[src/rtl/serial_ctrl_slave.sv]
module serial_ctrl_slave #(
  parameter int CTRL_W = 16,
  parameter int STAT_W = 16,
  parameter int BYTE_W = 8,
  parameter logic [7:0] CODE_WR = 8'hFA,
  parameter logic [7:0] CODE_RD = 8'hFB,
  parameter logic [7:0] CODE_ST = 8'hFC
) (
  input  logic              clk,
  input  logic              rst_n,
  input  logic              bus_clk,
  input  logic              bus_ce,
  input  logic              bus_din,
  input  logic [STAT_W-1:0] stat_word,
  output logic [CTRL_W-1:0] ctrl_word,
  output logic              byte_vld,
  output logic [BYTE_W-1:0] byte_data,
  output logic              sdo_pull
);
  localparam int CNT_W = $clog2(CTRL_W + 2);
  localparam int BC_W  = $clog2(BYTE_W);
  localparam int RC_W  = $clog2(STAT_W + 1);
  localparam logic [CNT_W-1:0] CNT_SAT  = CNT_W'(CTRL_W + 1);
  localparam logic [CNT_W-1:0] CNT_FULL = CNT_W'(CTRL_W);
  localparam logic [BC_W-1:0]  BC_LAST  = BC_W'(BYTE_W - 1);

  typedef enum logic [1:0] {M_IDLE = 2'd0, M_WR = 2'd1, M_RD = 2'd2, M_ST = 2'd3} mode_t;

  logic [2:0] ck_p, ce_p;
  logic [1:0] di_p;
  logic       ck_rise, ck_fall, ce_rise, ce_fall, din;
  mode_t      mode;
  logic [7:0] addr;
  logic [CTRL_W-1:0] sh;
  logic [CNT_W-1:0]  cnt;
  logic [BC_W-1:0]   bcnt;
  logic [STAT_W-1:0] rd_sh;
  logic [RC_W-1:0]   rd_left;

  assign ck_rise = ck_p[1] & ~ck_p[2];
  assign ck_fall = ~ck_p[1] & ck_p[2];
  assign ce_rise = ce_p[1] & ~ce_p[2];
  assign ce_fall = ~ce_p[1] & ce_p[2];
  assign din     = di_p[1];

  always_ff @(posedge clk or negedge rst_n) begin
    if (!rst_n) begin
      ck_p <= '0;
      ce_p <= '0;
      di_p <= '0;
    end else begin
      ck_p <= {ck_p[1:0], bus_clk};
      ce_p <= {ce_p[1:0], bus_ce};
      di_p <= {di_p[0], bus_din};
    end
  end

  always_ff @(posedge clk or negedge rst_n) begin
    if (!rst_n) begin
      mode    <= M_IDLE;
      addr    <= '0;
      sh      <= '0;
      cnt     <= '0;
      bcnt    <= '0;
      ctrl_word <= '0;
      byte_vld  <= 1'b0;
      byte_data <= '0;
      rd_sh   <= '0;
      rd_left <= '0;
      sdo_pull <= 1'b0;
    end else begin
      byte_vld <= 1'b0;
      if (ce_rise) begin
        cnt  <= '0;
        bcnt <= '0;
        if (addr == CODE_WR)      mode <= M_WR;
        else if (addr == CODE_RD) begin
          mode    <= M_RD;
          rd_sh   <= stat_word;
          rd_left <= RC_W'(STAT_W);
        end
        else if (addr == CODE_ST) mode <= M_ST;
        else                      mode <= M_IDLE;
      end else if (ce_fall) begin
        if (mode == M_WR && cnt == CNT_FULL) ctrl_word <= sh;
        mode     <= M_IDLE;
        sdo_pull <= 1'b0;
      end else if (ck_rise) begin
        if (!ce_p[1]) addr <= {din, addr[7:1]};
        else if (mode == M_WR || mode == M_ST) begin
          sh <= {din, sh[CTRL_W-1:1]};
          if (cnt != CNT_SAT) cnt <= cnt + 1'b1;
          if (mode == M_ST) begin
            if (bcnt == BC_LAST) begin
              bcnt      <= '0;
              byte_vld  <= 1'b1;
              byte_data <= {din, sh[CTRL_W-1 -: BYTE_W-1]};
            end else bcnt <= bcnt + 1'b1;
          end
        end
      end else if (ck_fall && mode == M_RD) begin
        if (rd_left != '0) begin
          sdo_pull <= ~rd_sh[STAT_W-1];
          rd_sh    <= {rd_sh[STAT_W-2:0], 1'b0};
          rd_left  <= rd_left - 1'b1;
        end else sdo_pull <= 1'b0;
      end
    end
  end
endmodule

[config.mk]
export PLATFORM = sky130hd
export DESIGN_NAME = serial_ctrl_slave
export DESIGN_NICKNAME = d
export VERILOG_FILES = /design/src/rtl/serial_ctrl_slave.sv
export SDC_FILE = /design/constraint.sdc
export NUM_CORES = 1
export LEC_CHECK = 0
export BUFFER_PORTS_ARGS = -buffer_cell sky130_fd_sc_hd__buf_2
export CORE_MARGIN = 2
export CORE_UTILIZATION = 58
export DETAILED_ROUTE_END_ITERATION = 8
export GPL_ROUTABILITY_DRIVEN = 1
export PLACE_DENSITY = 0.79
export SYNTH_ARGS = -nofsm -noshare
export SYNTH_HDL_FRONTEND = slang
export SYNTH_SLANG_ARGS = --single-unit
export TNS_END_PERCENT = 1
[constraint.sdc]
create_clock -name clk -period 2.9 [get_ports clk]
set_input_delay 0.435 -clock clk [delete_from_list [all_inputs] [get_ports clk]]
set_output_delay 0.435 -clock clk [all_outputs]
set_load 0.005 [all_outputs]
==> out/qor.txt, run 1 <==
Switching Power = 601.5 uW
Row Count = 30
filler cell count in the final layout = 496
capturing point of the worst reg2reg path = rd_sh[3]$_DFFE_PN0P_
average footprint of a synthesized cell = 14.10 sq um
overall die area = 7457 sq um
worst-path maximum fanout = 19
Post-CTS Hold Fix Bufs = 0
part of the power in combinational logic = 8.1%
status = finished, final reports clean
total setup buffers inserted after CTS = 0
Post-layout nets = 363
clock network fraction of design power = 35.7%
gpl congestion = 0.8589
length in cells of the worst reg-to-reg path = 6
post_cts resized = 0
beginning of the worst register-to-register path = ce_p[1]$_DFF_PN0_
crit path kind = reg -> reg
Cell variety after synth = 42
Gate Count Post-Synth = 279
number of remaining DRC errors = 0
routed via count = 2407
max-slew violation count = 0
share of layout cells above drive strength 1 = 45.86%
cts bufs inserted = 9
Hold Vio Cnt, Final = 0
Async S/R FF share, synth = 100.0%
cell area after layout = 4463 sq um
deepest clock path buffer count = 2
DP HPWL = 4728 microns
most common flop cell mapped by yosys = sky130_fd_sc_hd__dfrtp_1
TritonCTS Sinks = 89
I/O Pins = 47
worst-case clock skew = 0.006683 ns
kind of end point of the critical path = flop
Overflow after GRT = 0
Clk Latency, worst-skew pair = 0.35 ns
Layout Area Growth over Synthesis = 13.45%
standby leakage power = 0.002265 uW
initial core utilization = 58.88%
TritonCTS clock tree = built
worst min-delay path category = in -> async
Tot GR Track Use = 20.47%
Placed Instance Area = 4259 sq um
first-pass iteration count of the detailed router = 4
Antenna Violating Nets Remaining = 0
number of enable flip-flop cells after synthesis = 0
number of setup violations in the final report = 0
pin count of the biggest net entering global routing = 49
number of max-cap violations = 0
Final Cycle Share = 85.63%
count of routing violations after the opening detailed-route iteration = 141
area of the multi-input gates = 1617 sq um
clock-pin transition on the worst setup and hold timing paths = 0.09 ns
Max IR drop VDD = 0.3950 mV
required time of the worst setup path = 3.14 ns
via count of the first global-routing pass = 2439
combined area of all synthesized cells = 3934 sq um
post-synthesis register bit count = 89
syn nets = 309
top achievable clock speed = 0.4027 GHz
die extent in x = 86.36 microns
placeable core region = 6681 sq um
pin slew with the least headroom to its limit = 0.7042 ns
Internal = 1818 uW
worst reg2reg setup slack = 0.42 ns
initial antenna violation count = 0
data arrival time at the worst-slack endpoint = 2.72 ns
Die Ht = 86.36 microns
sequential cell area fraction in the yosys report = 56.62%
post-DR vias/cell = 5.758
synth warn = 0
unrepaired setup endpoints after global routing = no
clock root buffer master = sky130_fd_sc_hd__clkbuf_8
power per unit of standard cell area = 542.1 nW/um^2
Min Clock Period, post-route = 2.483 ns
Worst Setup Start Kind = flop
worst rel slew slack = 52.80%
footprint of the flip-flops and latches = 2227 sq um
CTS H-Tree Depth = 3
DR WL/cell = 16.60 microns
Routed Wire Length = 6939 microns
wire length of the first global-routing pass = 11830 microns
# diodes = 0
Post-Route Setup TNS = 0 ns
# port buffers = 46
net switching fraction of the power = 24.86%
fraction of power consumed by sequential logic = 56.2%
==> Yosys cell counts (2+ instances only) <==
master	number	area share, %
sky130_fd_sc_hd__dfrtp_1	89	57
sky130_fd_sc_hd__clkbuf_1	4	0.38
sky130_fd_sc_hd__nand4b_1	2	0.45
sky130_fd_sc_hd__nor2_1	7	0.67
sky130_fd_sc_hd__a21oi_1	3	0.38
sky130_fd_sc_hd__buf_2	3	0.38
sky130_fd_sc_hd__inv_1	10	0.95
sky130_fd_sc_hd__nand3_1	8	1.0
sky130_fd_sc_hd__o31ai_1	2	0.38
sky130_fd_sc_hd__o2111ai_1	2	0.45
sky130_fd_sc_hd__o21ai_0	9	1.1
sky130_fd_sc_hd__nand2_1	12	1.1
sky130_fd_sc_hd__a22oi_1	2	0.38
sky130_fd_sc_hd__mux2_2	73	21
sky130_fd_sc_hd__or3_1	7	1.1
sky130_fd_sc_hd__o311ai_0	2	0.45
sky130_fd_sc_hd__ha_1	9	2.9
sky130_fd_sc_hd__and4_1	2	0.45
sky130_fd_sc_hd__mux2_4	7	2.7
sky130_fd_sc_hd__and4b_1	2	0.51
sky130_fd_sc_hd__o211ai_1	3	0.57
==> area by class of cell <==
| cell class | count | share of cell area [%] |
|---|---|---|
| sequential | 89 | 49.90 |
| multi-input combinational | 171 | 36.22 |
| timing repair buffer | 52 | 6.224 |
| clock buffer | 10 | 3.084 |
| tap | 80 | 2.243 |
| clock inverter | 6 | 1.486 |
| inverter | 10 | 0.8410 |
==> logic make-up (layout without fill, tap and decap cells) <==
logic type	Yosys count	count (layout)	synth area share (%)
XOR/XNOR	1	1	0.2227
AO/OA/AOI/OAI	26	26	4.484
buffers and inverters	19	78	2.290
AND/OR/NAND/NOR	54	54	9.701
flip-flops	89	89	56.62
adder cells (fa/ha/maj)	9	9	2.863
multiplexers	81	81	23.82
==> layout by cell type (no fill, tap or decap), types with 2 or more instances in the layout <==
master and count:
sky130_fd_sc_hd__a21oi_1 3, sky130_fd_sc_hd__a22oi_1 2, sky130_fd_sc_hd__and4_1 2, sky130_fd_sc_hd__and4b_1 2
sky130_fd_sc_hd__buf_2 45, sky130_fd_sc_hd__buf_4 7, sky130_fd_sc_hd__clkbuf_8 10, sky130_fd_sc_hd__clkinv_2 2
sky130_fd_sc_hd__clkinv_4 2, sky130_fd_sc_hd__dfrtp_1 89, sky130_fd_sc_hd__ha_1 9, sky130_fd_sc_hd__inv_1 10
sky130_fd_sc_hd__mux2_2 73, sky130_fd_sc_hd__mux2_4 7, sky130_fd_sc_hd__nand2_1 12, sky130_fd_sc_hd__nand3_1 8
sky130_fd_sc_hd__nand4b_1 2, sky130_fd_sc_hd__nor2_1 7, sky130_fd_sc_hd__o2111ai_1 2, sky130_fd_sc_hd__o211ai_1 3
sky130_fd_sc_hd__o21ai_0 9, sky130_fd_sc_hd__o311ai_0 2, sky130_fd_sc_hd__o31ai_1 2, sky130_fd_sc_hd__or3_1 7
==> registers in the layout, indices dropped and copies added, names as in the netlist <==
register / flops
sdo_pull: 1
di_p: 2
bcnt: 3
sh: 16
ctrl_word: 16
byte_vld: 1
rd_sh: 16
addr: 8
ce_p: 3
mode: 2
ck_p: 3
byte_data: 8
rd_left: 5
cnt: 5
==> routing by layer <==
| metal | vias up | wire [microns] | global-route usage [%] |
|---|---|---|---|
| li1 | 1129 | - | - |
| met1 | 1214 | 3223 | 28.49 |
| met2 | 54 | 3274 | 31.12 |
| met3 | 10 | 325 | 4.857 |
| met4 | 0 | 116 | 8.665 |
| met5 | - | 0 | 0 |
==> critical path: stages (launching register included) <==
cell	delay (ns)
sky130_fd_sc_hd__dfrtp_1	0.46
sky130_fd_sc_hd__inv_1	0.11
sky130_fd_sc_hd__ha_1	0.45
sky130_fd_sc_hd__nor4bb_1	0.11
sky130_fd_sc_hd__and4_1	0.32
sky130_fd_sc_hd__nor2_4	0.51
sky130_fd_sc_hd__mux2_2	0.40
==> through the flow <==
step	std cells	hold WS (ns)	total power [uW]	setup WS [ns]	util (%)
after global routing	418	0.1212	2543	0.2404	66.80
after CTS	418	0.08324	2449	0.4295	66.80
after global placement	402	0.3317	1569	0.5618	63.75
final	418	0.07812	2419	0.4167	66.80
after detailed placement	402	0.3347	1585	0.4507	63.75
after floorplan	279	0.1394	1494	0.8752	-
==> power groups by stage <==
stage	Clock (uW)	Sequential, uW	Combinational [uW]
6_report	863	1360	197
3_3_place_gp	0	1380	188
2_1_floorplan	0	1360	130
4_1_cts	888	1360	202
5_1_grt	943	1370	227
3_5_place_dp	0	1380	202
==> worst max path at each step <==
stage / start / end / cells past startpoint
floorplan: ce_p[1]$_DFF_PN0_ / ctrl_word[10]$_DFFE_PN0P_ / 6
global placement: ce_p[1]$_DFF_PN0_ / rd_sh[1]$_DFFE_PN0P_ / 6
detailed placement: ce_p[1]$_DFF_PN0_ / rd_sh[4]$_DFFE_PN0P_ / 6
CTS: ce_p[1]$_DFF_PN0_ / rd_sh[4]$_DFFE_PN0P_ / 6
global route: ce_p[1]$_DFF_PN0_ / rd_sh[4]$_DFFE_PN0P_ / 6
finish: ce_p[1]$_DFF_PN0_ / rd_sh[3]$_DFFE_PN0P_ / 6
No activity file was read; power rests on OpenSTA's default activity.
==> inputs of run 2 (changes only) <==
--- a/config.mk
+++ b/config.mk
@@ -11,6 +11,7 @@
 export DETAILED_ROUTE_END_ITERATION = 8
 export GPL_ROUTABILITY_DRIVEN = 1
 export PLACE_DENSITY = 0.79
+export REMOVE_ABC_BUFFERS = 1
 export SYNTH_ARGS = -nofsm -noshare
 export SYNTH_HDL_FRONTEND = slang
 export SYNTH_SLANG_ARGS = --single-unit
==> run 2 against run 1 <==
  * Non-clock buffer count down 1
  * Worst setup slack better by 0.028 ns
  * Critical path depth unchanged
  * Critical endpoint is now rd_sh[8]$_DFFE_PN0P_
  * Highest routed layer unchanged
  * Clock-buffer cell count down 1
  * Via count down 2.2%
  * Total power down 2.4%
  * Die area unchanged
  * Register-to-register slack better by 0.03 ns
==> out/qor.txt, run 2 (synthesis results as in run 1) <==
kind of end point of the critical path = flop
deepest clock path buffer count = 2 (unchanged)
cell type group with the largest total delay on the critical path = simple AND/OR/NAND/NOR gates
slowest stage cell, crit path = sky130_fd_sc_hd__nor2_4
# port buffers = 46 (unchanged)
Post-layout nets = 362 (-0.28%)
number of remaining DRC errors = 0 (unchanged)
required time of the worst setup path = 3.16 ns (+0.02 ns)
cell area after layout = 4449 sq um (-0.31%)
Worst path max stage delay = 0.50 ns (about the same)
worst min-delay path category = in -> async
Internal = 1721 uW (-5.3%)
unrepaired setup endpoints after global routing = no
via count of the first global-routing pass = 2345 (-3.9%)
Post-Route Setup TNS = 0 ns (unchanged)
pin count of the biggest net entering global routing = 50 (+2.0%)
number of max-cap violations = 0 (unchanged)
standby leakage power = 0.002252 uW (-0.55%)
clock network fraction of design power = 34.4% (-1.3 points)
Layout Area Growth over Synthesis = 13.10%
I/O Pins = 47 (unchanged)
critical path cell sequence = inv_1 -> ha_1 -> nor4bb_1 -> and4_1 -> nor2_4 -> mux2_2
Antenna Violating Nets Remaining = 0 (unchanged)
Placed Instance Area = 4264 sq um (+0.12%)
Hold Vio Cnt, Final = 0 (unchanged)
Clk Latency, worst-skew pair = 0.37 ns (+0.02 ns)
part of the power in combinational logic = 8.1% (about the same)
pin slew with the least headroom to its limit = 0.6295 ns (-0.07466 ns)
most frequent cells in the layout = 89 x sky130_fd_sc_hd__dfrtp_1, 73 x sky130_fd_sc_hd__mux2_2, 45 x sky130_fd_sc_hd__buf_2, 12 x sky130_fd_sc_hd__nand2_1, 10 x sky130_fd_sc_hd__inv_1
total setup buffers inserted after CTS = 0 (unchanged)
cts bufs inserted = 9 (unchanged)
overall die area = 7457 sq um (unchanged)
Worst Setup Start Kind = flop
footprint of the flip-flops and latches = 2227 sq um (unchanged)
share of layout cells above drive strength 1 = 45.70% (-0.16 points)
Die Ht = 86.36 microns (unchanged)
Row Count = 30 (unchanged)
Final Cycle Share = 84.65% (-0.98 points)
beginning of the worst register-to-register path = ce_p[1]$_DFF_PN0_
crit path buf inv count = 1 (unchanged)
post_cts resized = 0 (unchanged)
gpl congestion = 0.8340 (-2.9%)
Overflow after GRT = 0 (unchanged)
# diodes = 0 (unchanged)
most common cell after layout, fill and taps aside = sky130_fd_sc_hd__dfrtp_1
status = finished, final reports clean
biggest registers after layout = ctrl_word (16), rd_sh (16), sh (16)
post-DR vias/cell = 5.645 (-2.0%)
clock root buffer master = sky130_fd_sc_hd__clkbuf_8
max-slew violation count = 0 (unchanged)
DR WL/cell = 16.25 microns (-2.1%)
Final Power = 2361 uW (-2.4%)
Routed Wire Length = 6775 microns (-2.4%)
worst-path maximum fanout = 19 (unchanged)
Max IR drop VDD = 0.3481 mV (-12%)
DP HPWL = 4463 microns (-5.6%)
initial core utilization = 58.88% (unchanged)
Switching Power = 640.1 uW (+6.4%)
data arrival time at the worst-slack endpoint = 2.72 ns (about the same)
placeable core region = 6681 sq um (unchanged)
area of the multi-input gates = 1617 sq um (unchanged)
crit path kind = reg -> reg
die extent in x = 86.36 microns (unchanged)
number of setup violations in the final report = 0 (unchanged)
clock-pin transition on the worst setup and hold timing paths = 0.10 ns (about the same)
TritonCTS clock tree = built
first-pass iteration count of the detailed router = 5 (+1)
count of routing violations after the opening detailed-route iteration = 96 (-32%)
fraction of power consumed by sequential logic = 57.5% (+1.3 points)
top achievable clock speed = 0.4074 GHz (+1.2%)
power per unit of standard cell area = 530.7 nW/um^2 (-2.1%)
routed via count = 2354 (-2.2%)
worst rel slew slack = 57.88% (+5.1 points)
Min Clock Period, post-route = 2.455 ns (-0.02838 ns)
initial antenna violation count = 0 (unchanged)
worst setup path startpoint = ce_p[1]$_DFF_PN0_
Post-CTS Hold Fix Bufs = 0 (unchanged)
Tot GR Track Use = 19.73% (-0.75 points)
CTS H-Tree Depth = 3 (unchanged)
net switching fraction of the power = 27.11% (+2.2 points)
TritonCTS Sinks = 89 (unchanged)
filler cell count in the final layout = 510 (+2.8%)
wire length of the first global-routing pass = 11340 microns (-4.1%)
worst-case clock skew = 0.01141 ns (+0.004725 ns)
## run 2: final timing paths
kind	to	cells past startpoint	slack, ns
max	rd_sh[8]$_DFFE_PN0P_	6	0.45
min	cnt[0]$_DFFE_PN0P_	1	0.08
max reg2reg	rd_sh[8]$_DFFE_PN0P_	6	0.45
min reg2reg	ce_p[1]$_DFF_PN0_	0	0.36
max in group asynchronous	addr[7]$_DFFE_PN0P_	2	2.18
min in group clk	ck_p[0]$_DFF_PN0_	1	0.17
## run 2: through the flow
step	std cells	worst slack [ns]	utilization (%)	hold WS, ns
after floorplan	270	0.5846	-	0.1394
after global placement	401	0.5654	63.82	0.3318
after detailed placement	401	0.4339	63.82	0.3358
after CTS	417	0.4490	66.59	0.09969
after global routing	417	0.3043	66.59	0.1433
final	417	0.4451	66.59	0.07554
## run 2: layout make-up
type                    count  share of cell area, %
multi-input cells         171                  36.33
well taps                  80                  2.250
clock buffers               9                  2.784
inverters                  10                 0.8436
flip-flops and latches     89                  50.06
clock inverters             7                  1.378
repair buffers             51                  6.355
## run 2: per-layer routing
layer | up-vias | global-route usage [%] | part of all wire [%]
met5 | - | 0 | 0
li1 | 1127 | - | -
met1 | 1167 | 27.68 | 47
met2 | 48 | 29.58 | 46
met4 | 0 | 8.949 | 2.0
met3 | 12 | 4.476 | 4.4
## run 2: worst register-to-register path, cell delays in order, from the launching register on
cell	delay, ns
sky130_fd_sc_hd__dfrtp_1	0.45
sky130_fd_sc_hd__inv_1	0.10
sky130_fd_sc_hd__ha_1	0.46
sky130_fd_sc_hd__nor4bb_1	0.10
sky130_fd_sc_hd__and4_1	0.31
sky130_fd_sc_hd__nor2_4	0.50
sky130_fd_sc_hd__mux2_2	0.42
## run 2: power by group through the flow
stage,logic (uW),clock network (uW),registers [uW]
after global placement,188,0,1380
after CTS,196,835,1360
final,192,813,1360
after detailed placement,196,0,1380
after global routing,223,890,1370
after floorplan,129,0,1360
==> inputs of run 3 (changes only) <==
--- a/config.mk
+++ b/config.mk
@@ -7,10 +7,10 @@
 export LEC_CHECK = 0
 export BUFFER_PORTS_ARGS = -buffer_cell sky130_fd_sc_hd__buf_2
 export CORE_MARGIN = 2
-export CORE_UTILIZATION = 58
+export CORE_UTILIZATION = 52
 export DETAILED_ROUTE_END_ITERATION = 8
 export GPL_ROUTABILITY_DRIVEN = 1
-export PLACE_DENSITY = 0.79
+export PLACE_DENSITY = 0.75
 export REMOVE_ABC_BUFFERS = 1
 export SYNTH_ARGS = -nofsm -noshare
 export SYNTH_HDL_FRONTEND = slang
==> constraint.sdc (replaced) <==
create_clock -name clk -period 2.1 [get_ports clk]
set_input_delay 0.315 -clock clk [delete_from_list [all_inputs] [get_ports clk]]
set_output_delay 0.315 -clock clk [all_outputs]
set_load 0.005 [all_outputs]
==> run 3 against run 2 <==
  * Worst setup slack lost 0.36 ns
  * Combinational power grew 46%
  * Global-route usage shrank 2.2 points
  * Register-to-register slack lost 0.36 ns
==> out/qor.txt, run 3 (synthesis results as in run 1) <==
Min Clock Period, post-route = 2.013 ns (-0.4414 ns)
first-pass iteration count of the detailed router = 4 (-1)
Overflow after GRT = 0 (unchanged)
number of max-cap violations = 0 (unchanged)
critical path cell sequence = inv_2 -> ha_1 -> nor4bb_1 -> and4_1 -> nor2_4 -> mux2_2
count of routing violations after the opening detailed-route iteration = 66 (-31%)
worst rel slew slack = 60.59% (+2.7 points)
Worst path max stage delay = 0.47 ns (-0.03 ns)
# diodes = 0 (unchanged)
max-slew violation count = 0 (unchanged)
via count of the first global-routing pass = 2436 (+3.9%)
cell type group with the largest total delay on the critical path = simple AND/OR/NAND/NOR gates
number of remaining DRC errors = 0 (unchanged)
kind of end point of the critical path = flop
crit path buf inv count = 1 (unchanged)
footprint of the flip-flops and latches = 2228 sq um (about the same)
setup slack of the critical path after layout = 0.08651 ns (-0.3586 ns)
Max IR drop VDD = 0.5287 mV (+52%)
start point of the worst hold path = bus_din
top achievable clock speed = 0.4967 GHz (+22%)
required time of the worst setup path = 2.34 ns (-0.82 ns)
Post-Layout Cell Count = 446 (+7.0%)
post-placement worst setup slack = 0.02361 ns (-0.4103 ns)
crit path kind = reg -> reg
Antenna Violating Nets Remaining = 0 (unchanged)
TritonCTS Sinks = 89 (unchanged)
pin count of the biggest net entering global routing = 39 (-22%)
Worst Setup Start Kind = flop
gpl congestion = 0.7836 (-6.0%)
post-DR vias/cell = 5.388 (-4.6%)
beginning of the worst register-to-register path = ce_p[1]$_DFF_PN0_
worst setup path startpoint = ce_p[1]$_DFF_PN0_
CTS H-Tree Depth = 3 (unchanged)
slowest stage cell, crit path = sky130_fd_sc_hd__nor2_4
routed via count = 2403 (+2.1%)
biggest registers after layout = ctrl_word (16), rd_sh (16), sh (16)
most common cell after layout, fill and taps aside = sky130_fd_sc_hd__dfrtp_1
Tot GR Track Use = 17.51% (-2.2 points)
cts bufs inserted = 9 (unchanged)
Routed Wire Length = 6811 microns (+0.53%)
Hold Vio Cnt, Final = 0 (unchanged)
Clk Latency, worst-skew pair = 0.36 ns (about the same)
placed insts = 429 (+7.0%)
data arrival time at the worst-slack endpoint = 2.25 ns (-0.47 ns)
# port buffers = 46 (unchanged)
area of the multi-input gates = 1625 sq um (+0.54%)
Layout Area Growth over Synthesis = 18.38%
die extent in x = 90.98 microns (+5.4%)
Row Count = 31 (+3.3%)
TritonCTS clock tree = built
clock root buffer master = sky130_fd_sc_hd__clkbuf_8
worst min-delay path category = in -> reg
total setup buffers inserted after CTS = 0 (unchanged)
unrepaired setup endpoints after global routing = yes
Post-layout nets = 372 (+2.8%)
Final Power = 3606 uW (+53%)
filler cell count in the final layout = 599 (+17%)
clock-pin transition on the worst setup and hold timing paths = 0.09 ns (about the same)
wire length of the first global-routing pass = 11720 microns (+3.3%)
worst-case clock skew = 0.01259 ns (+0.001182 ns)
number of setup violations in the final report = 0 (unchanged)
placeable core region = 7292 sq um (+9.1%)
overall die area = 8276 sq um (+11%)
pin slew with the least headroom to its limit = 0.5898 ns (-0.03971 ns)
initial core utilization = 53.95% (-4.9 points)
I/O Pins = 47 (unchanged)
worst-path maximum fanout = 19 (unchanged)
Post-Route Setup TNS = 0 ns (unchanged)
status = finished, final reports clean
standby leakage power = 0.002353 uW (+4.5%)
Die Ht = 90.98 microns (+5.4%)
DP HPWL = 4667 microns (+4.6%)
initial antenna violation count = 0 (unchanged)
Final Cycle Share = 95.88% (+11 points)
DR WL/cell = 15.27 microns (-6.0%)
deepest clock path buffer count = 2 (unchanged)
most frequent cells in the layout = 88 x sky130_fd_sc_hd__dfrtp_1, 73 x sky130_fd_sc_hd__mux2_2, 45 x sky130_fd_sc_hd__buf_2, 12 x sky130_fd_sc_hd__nand2_1, 12 x sky130_fd_sc_hd__buf_4
power per unit of standard cell area = 774.4 nW/um^2 (+46%)
share of layout cells above drive strength 1 = 47.55% (+1.9 points)
## run 3: stage by stage
stage	hold WS [ns]	utilization, %	instance area (sq um)
2_1_floorplan	0.01941	-	3881
3_3_place_gp	0.3147	60.07	4380
3_5_place_dp	0.3236	60.07	4380
4_1_cts	0.03969	63.73	4647
5_1_grt	0.03816	63.86	4657
6_report	0.05527	63.86	4657
## run 3: repair_timing
| action | in CTS | in global routing |
|---|---|---|
| hold buffers | 1 | 0 |
| setup endpoints to repair | 0 | 33 |
| resized for setup | 0 | 3 |
| endpoints found under the hold margin | 36 | 0 |
## run 3: cell type report
cell class,instances,area share [%]
clock buffers,10,2.955
repair buffers,61,8.275
inverters,10,0.8060
flip-flops and latches,89,47.85
well taps,99,2.660
clock inverters,6,2.552
multi-input cells,171,34.90
## run 3: worst paths after layout
| path | slack (ns) | depth (start not counted) | endpoint |
|---|---|---|---|
| worst max-delay path | 0.09 | 6 | rd_sh[2]$_DFFE_PN0P_ |
| worst min-delay path | 0.06 | 1 | di_p[0]$_DFF_PN0_ |
| worst max register to register | 0.09 | 6 | rd_sh[2]$_DFFE_PN0P_ |
| worst min register to register | 0.36 | 0 | di_p[1]$_DFF_PN0_ |
| max in group asynchronous | 0.99 | 3 | addr[4]$_DFFE_PN0P_ |
| min in group asynchronous | 0.48 | 2 | sh[9]$_DFFE_PN0P_ |
## run 3: report_power, final
part | total [uW] | switching [uW] | internal (uW)
Clock | 1450 | 612 | 839
Sequential | 1880 | 85.5 | 1790
Combinational | 280 | 138 | 141
## run 3: per-layer routing
| layer | global-route usage, % | share of wire [%] | routed length, microns | up-vias |
|---|---|---|---|---|
| met5 | 0 | 0 | 0 | - |
| met4 | 5.051 | 0.53 | 36 | 0 |
| met3 | 4.896 | 5.3 | 360 | 5 |
| met2 | 27.78 | 47 | 3211 | 51 |
| met1 | 23.76 | 47 | 3203 | 1199 |
| li1 | - | - | - | 1148 |
## run 3: worst reg2reg max path, delay by kind of cell (launching register included)
kind	cells	cell delay [ns]
mux	1	0.41
fa+ha+maj	1	0.17
buf+inv	1	0.08
flops	1	0.46
simple gates	3	0.78
